### config.mk
export PLATFORM = sky130hd
export DESIGN_NAME = trig_event_unit
export DESIGN_NICKNAME = d
export VERILOG_FILES = /design/src/rtl/teu_pkg.sv /design/src/rtl/teu_bus_if.sv /design/src/rtl/teu_channel.sv /design/src/rtl/teu_irq_merge.sv /design/src/rtl/trig_event_unit.sv
export SDC_FILE = /design/constraint.sdc
export NUM_CORES = 1
export LEC_CHECK = 0
export ABC_AREA = 1
export BUFFER_PORTS_ARGS = -buffer_cell sky130_fd_sc_hd__buf_2
export CORE_UTILIZATION = 48
export CTS_CLUSTER_DIAMETER = 60
export CTS_CLUSTER_SIZE = 16
export DETAILED_ROUTE_END_ITERATION = 6
export PLACE_DENSITY = 0.9
export SYNTH_ARGS = -nofsm -noshare
export SYNTH_HDL_FRONTEND = slang
export SYNTH_SLANG_ARGS = --single-unit
### constraint.sdc
create_clock -name clk_i -period 1.7 [get_ports clk_i]
set_input_delay 0.255 -clock clk_i [delete_from_list [all_inputs] [get_ports clk_i]]
set_output_delay 0.255 -clock clk_i [all_outputs]
set_load 0.02 [all_outputs]
### src/rtl/teu_pkg.sv
package teu_pkg;
  // region = upper two word-address bits
  typedef enum logic [1:0] {
    RGN_TASK = 2'd0,
    RGN_EVT  = 2'd1,
    RGN_EN   = 2'd2,
    RGN_RSVD = 2'd3
  } rgn_e;

  localparam int unsigned EN_SET_IDX = 0;
  localparam int unsigned EN_CLR_IDX = 1;
endpackage

### src/rtl/teu_bus_if.sv
module teu_bus_if
  import teu_pkg::*;
#(
  parameter int N_CH   = 16,
  parameter int DATA_W = 32,
  localparam int CH_W   = $clog2(N_CH),
  localparam int ADDR_W = CH_W + 2
) (
  input  logic              req_i,
  input  logic              we_i,
  input  logic [ADDR_W-1:0] addr_i,
  input  logic [DATA_W-1:0] wdata_i,
  output logic [DATA_W-1:0] rdata_o,
  input  logic [N_CH-1:0]   flag_i,
  input  logic [N_CH-1:0]   en_i,
  output logic [N_CH-1:0]   sw_fire_o,
  output logic [N_CH-1:0]   evt_clr_o,
  output logic [N_CH-1:0]   en_set_o,
  output logic [N_CH-1:0]   en_clr_o
);
  rgn_e            rgn;
  logic [CH_W-1:0] idx;
  logic [N_CH-1:0] sel;
  logic            wr, rd;
  logic            unused_wdata;

  assign rgn = rgn_e'(addr_i[ADDR_W-1 -: 2]);
  assign idx = addr_i[CH_W-1:0];
  assign sel = N_CH'(1) << idx;
  assign wr  = req_i & we_i;
  assign rd  = req_i & ~we_i;
  assign unused_wdata = ^wdata_i[DATA_W-1:N_CH];

  always_comb begin
    sw_fire_o = '0;
    evt_clr_o = '0;
    en_set_o  = '0;
    en_clr_o  = '0;
    if (wr) begin
      unique case (rgn)
        RGN_TASK: if (wdata_i[0])  sw_fire_o = sel;
        RGN_EVT:  if (!wdata_i[0]) evt_clr_o = sel;
        RGN_EN: begin
          if (idx == CH_W'(EN_SET_IDX)) en_set_o = wdata_i[N_CH-1:0];
          if (idx == CH_W'(EN_CLR_IDX)) en_clr_o = wdata_i[N_CH-1:0];
        end
        default: ;
      endcase
    end
  end

  always_comb begin
    rdata_o = '0;
    if (rd) begin
      unique case (rgn)
        RGN_EVT: rdata_o = DATA_W'(flag_i[idx]);
        RGN_EN:  if (idx == CH_W'(EN_SET_IDX) || idx == CH_W'(EN_CLR_IDX))
                   rdata_o = DATA_W'(en_i);
        default: rdata_o = '0;  // task words read zero
      endcase
    end
  end
endmodule

### src/rtl/teu_channel.sv
module teu_channel (
  input  logic clk_i,
  input  logic rst_ni,
  input  logic sw_fire_i,
  input  logic hw_fire_i,
  input  logic clr_i,
  output logic flag_o,
  output logic pulse_o
);
  logic fire;
  logic flag_q, pulse_q;

  assign fire = sw_fire_i | hw_fire_i;  // merged: one set, one pulse

  always_ff @(posedge clk_i or negedge rst_ni) begin
    if (!rst_ni) begin
      flag_q  <= 1'b0;
      pulse_q <= 1'b0;
    end else begin
      pulse_q <= fire;
      if (fire)       flag_q <= 1'b1;  // set beats clear
      else if (clr_i) flag_q <= 1'b0;
    end
  end

  assign flag_o  = flag_q;
  assign pulse_o = pulse_q;
endmodule

### src/rtl/teu_irq_merge.sv
module teu_irq_merge #(
  parameter int N_CH = 16
) (
  input  logic            clk_i,
  input  logic            rst_ni,
  input  logic [N_CH-1:0] en_set_i,
  input  logic [N_CH-1:0] en_clr_i,
  input  logic [N_CH-1:0] flag_i,
  output logic [N_CH-1:0] en_o,
  output logic            irq_o
);
  logic [N_CH-1:0] en_q;

  always_ff @(posedge clk_i or negedge rst_ni) begin
    if (!rst_ni) en_q <= '0;
    else         en_q <= (en_q & ~en_clr_i) | en_set_i;
  end

  assign en_o  = en_q;
  assign irq_o = |(flag_i & en_q);
endmodule

### src/rtl/trig_event_unit.sv
module trig_event_unit #(
  parameter int N_CH   = 16,
  parameter int DATA_W = 32,
  localparam int CH_W   = $clog2(N_CH),
  localparam int ADDR_W = CH_W + 2
) (
  input  logic              clk_i,
  input  logic              rst_ni,
  input  logic              bus_req_i,
  input  logic              bus_we_i,
  input  logic [ADDR_W-1:0] bus_addr_i,
  input  logic [DATA_W-1:0] bus_wdata_i,
  output logic [DATA_W-1:0] bus_rdata_o,
  input  logic [N_CH-1:0]   hw_trig_i,
  output logic [N_CH-1:0]   evt_pulse_o,
  output logic              irq_o
);
  logic [N_CH-1:0] flag_w, en_w;
  logic [N_CH-1:0] sw_fire_w, evt_clr_w, en_set_w, en_clr_w;

  teu_bus_if #(.N_CH(N_CH), .DATA_W(DATA_W)) u_bus (
    .req_i     (bus_req_i),
    .we_i      (bus_we_i),
    .addr_i    (bus_addr_i),
    .wdata_i   (bus_wdata_i),
    .rdata_o   (bus_rdata_o),
    .flag_i    (flag_w),
    .en_i      (en_w),
    .sw_fire_o (sw_fire_w),
    .evt_clr_o (evt_clr_w),
    .en_set_o  (en_set_w),
    .en_clr_o  (en_clr_w)
  );

  for (genvar g = 0; g < N_CH; g++) begin : g_ch
    teu_channel u_ch (
      .clk_i     (clk_i),
      .rst_ni    (rst_ni),
      .sw_fire_i (sw_fire_w[g]),
      .hw_fire_i (hw_trig_i[g]),
      .clr_i     (evt_clr_w[g]),
      .flag_o    (flag_w[g]),
      .pulse_o   (evt_pulse_o[g])
    );
  end

  teu_irq_merge #(.N_CH(N_CH)) u_irq (
    .clk_i    (clk_i),
    .rst_ni   (rst_ni),
    .en_set_i (en_set_w),
    .en_clr_i (en_clr_w),
    .flag_i   (flag_w),
    .en_o     (en_w),
    .irq_o    (irq_o)
  );
endmodule

==> summary.txt <==
Worst setup path
  – Reg2reg path depth: 2
  – R2R Setup Slk: 0.96 ns
  – Slowest stage cell on the critical path: dfrtp_1
  – Reg-to-Reg Start: g_ch[2].u_ch.flag_o
  – Crit Path Max Fanout: 3
  – Reg-to-reg endpoint: g_ch[2].u_ch.flag_o
  – Worst Setup End Kind: primary output
  – Slowest stage delay, CP: roughly 0.42 ns
  – Setup Crit Path Kind: register to primary output
  – CP most frequent cell: nand2_1
  – Crit path buf inv count: 1
  – Critical-path cell list: nand2_1, nand2_1, nand2_1, nand3_1, nand3_1, nand2_1, nand2_2, a21oi_2, buf_6
  – Worst path arrival time: approximately 1.5 ns
  – Crit start category: register
  – Req. time, crit path: about 1.4 ns
  – Top delay family on crit path: simple AND/OR/NAND/NOR gates

Global routing
  – Vias in the first global route: between 2000 and 2500
  – Most crowded layer after global routing: met2
  – Overflow after GRT: 0
  – M2 GR Usage: 0.351
  – First-pass GRT wire length: roughly 10000 um
  – Antenna violations before repair: 0
  – Total GRT Usage: 0.221
  – GR Util met3: 0.0506
  – Largest net degree at the start of global routing: 49
  – M1 GR Usage: 0.300

Route
  – Routed Antenna Nets: 0
  – Vias per cell: around 5.0
  – Routed len/inst: between 10 and 15 um
  – 1st-iter DRT viols: roughly 130
  – WL final: 6420 um
  – 1st-pass router iterations: 4
  – Residual DRC count: 0
  – Vias: approximately 2400

Timing
  – Final Max Slew Viols: 0
  – Setup WS post-layout: -0.0196 ns
  – Skew final: 0 ns
  – Final Cycle Share: 1.01
  – Final period demand of the worst path: between 1.5 and 2 ns
  – Final setup vio count: 1
  – Fmax: approximately 580 MHz
  – RSZ-0062 raised after global routing: yes
  – Hold Fails Final Rpt: 0

Synthesis
  – Cell taking the most area after synthesis: dfrtp_1
  – Ys async rst share: 1.00
  – Yosys reg bits: 48
  – Post-synth top area share: 0.437
  – Syn_area_per_cell: slightly below 8 um^2
  – Commonest cells in the netlist: nand2_1 (67), dfrtp_1 (48), inv_1 (45)
  – Synth area leaders: dfrtp_1 (44%), buf_4 (9.6%), nand2_1 (9.1%), inv_1 (6.1%), o21ai_0 (5.3%)
  – Part of the Yosys area used for sequential elements: 0.437
  – Synth Instances: about 350
  – Mapped Area: approximately 2800 um^2
  – Number of synthesized flops with an enable pin: 0
  – Main synth FF type: dfrtp_1
  – Synth warnings: 0
  – Top-count cell post-synth: nand2_1
  – Library cells used by synthesis: 27

Worst hold path
  – Worst hold stages: 3
  – Tightest Hold Check Type: primary input to register
  – Hold path startpoint: hw_trig_i[14]
  – Hold endpoint: g_ch[14].u_ch.pulse_o

Power and ir drop
  – Peak supply drop: 476 uV
  – Leak: approximately 1.6 nW
  – Pwr/cell area: about 710 nW/um^2
  – Power, Total: between 0.002 and 0.0025 W

Finish
  – # fillers: roughly 520
  – Final core utilization: 0.584
  – Finished Layout Cells: between 400 and 500
  – Layout cells sized above 1: 0.276
  – N_diodes: 0
  – Net count, final: between 400 and 500
  – Area grow syn2layout: 16.8%

Place
  – IO Port Bufs: 74
  – Placed insts: approximately 480
  – Final Wtd Congestion: just over 0.9
  – HPWL after DPL: between 4000 and 5000 um

Job
  – Number of max-cap violations: 0

CTS
  – Clk buf depth: 2
  – Clk Latency, worst-skew pair: roughly 0.29 ns
  – Cts bufs inserted: 5
  – CTS tree: done
  – CTS Root Buffer Type: clkbuf_8
  – H-tree levels: 2
  – CTS sink count: 48
  – Clock Pin Slew Worst Setup and Hold Paths: 0.09 ns

Outcome
  – Status: finished with violations
  – Violated checks: negative setup slack

Floorplanning
  – I/O pins: roughly 110
  – Core area: between 5000 and 6000 um^2
  – Die Ht: about 80 um
  – Initial Util: 0.499
  – Die W: 77.7 um
  – Area of the die: roughly 6000 um^2
  – # rows: 27
worst max-delay path by stage:
stage | start | endpoint | slack, ns | cells after the start
3_5_place_dp | bus_addr_i[0] | bus_rdata_o[3] | 0.02 | 8
3_3_place_gp | bus_addr_i[0] | bus_rdata_o[0] | 0.07 | 11
5_1_grt | g_ch[14].u_ch.flag_o | bus_rdata_o[0] | -0.1 | 9
4_1_cts | g_ch[14].u_ch.flag_o | bus_rdata_o[0] | -0.02 | 9
6_report | g_ch[8].u_ch.flag_o | bus_rdata_o[0] | -0.02 | 9
2_1_floorplan | bus_addr_i[4] | bus_rdata_o[11] | -0.03 | 5
area by class of cell:
class | count | area [um^2] | share of cell area
flip-flops and latches | 48 | 1200 | 0.374
multi-input cells | 222 | 1160 | 0.361
repair buffers | 86 | 495 | 0.154
inverters | 50 | 188 | 0.0584
well taps | 72 | 90.1 | 0.0280
clock buffers | 6 | 72.6 | 0.0226
clock inverters | 1 | 5.00 | 0.00156
worst register-to-register path: cells and delay by family, from the launching register on:
kind                   cells  cell delay [ns]
flip-flops                 1             0.41
AO/OA/AOI/OAI              1             0.11
buffers and inverters      1             0.10
repair_timing:
action,in CTS,in global routing
pin swaps,5,1
endpoints found under the hold margin,48,0
setup endpoints to repair,3,10
hold buffers,1,0
resized for setup,5,14
setup buffers,0,0
layer usage:
metal,wire length [um],part of all wire
met1,2750,0.43
met2,3060,0.48
met3,492,0.077
met4,119,0.019
met5,0,0
through the flow:
step	area (um^2)	setup WS [ns]	setup TNS, ns	hold slack [ns]
detailed placement	3060	0.0231	0	0.259
global route	3210	-0.0981	-0.236	0.143
floorplan	2810	-0.0340	-0.136	-0.0406
CTS	3160	-0.0194	-0.0234	0.140
global placement	3060	0.0703	0	0.256
finish	3210	-0.0196	-0.0196	0.146
layout by cell type, fill, tap and decap left out, types with 5 or more instances in the layout:
cell / n
a21oi_1: 15
inv_2: 5
nand3_1: 10
dfrtp_1: 48
nor3_1: 16
o21ai_0: 27
buf_4: 12
inv_1: 45
buf_2: 69
nand2_1: 66
o21ai_1: 21
conb_1: 16
clkbuf_8: 5
nor4_1: 12
nor2_1: 11
sequential cells by signal, summed over array words and instances, names as in the netlist:
| signal | cells |
|---|---|
| u_irq.en_o | 16 |
| g_ch.u_ch.flag_o | 16 |
| g_ch.u_ch.pulse_o | 16 |
power by group:
group	total (W)	internal, W	switching [W]
Sequential	0.00122	0.00119	0.0000269
Clock	0.000640	0.000280	0.000359
Combinational	0.000436	0.000151	0.000285
kinds of logic after synthesis:
logic type	share of synthesized area
other	0.00136
buffers and inverters	0.179
adder cells (fa/ha/maj)	0.0137
flip-flops	0.437
AO/OA/AOI/OAI	0.137
AND/OR/NAND/NOR	0.232
(Power assumes the default switching activity.)
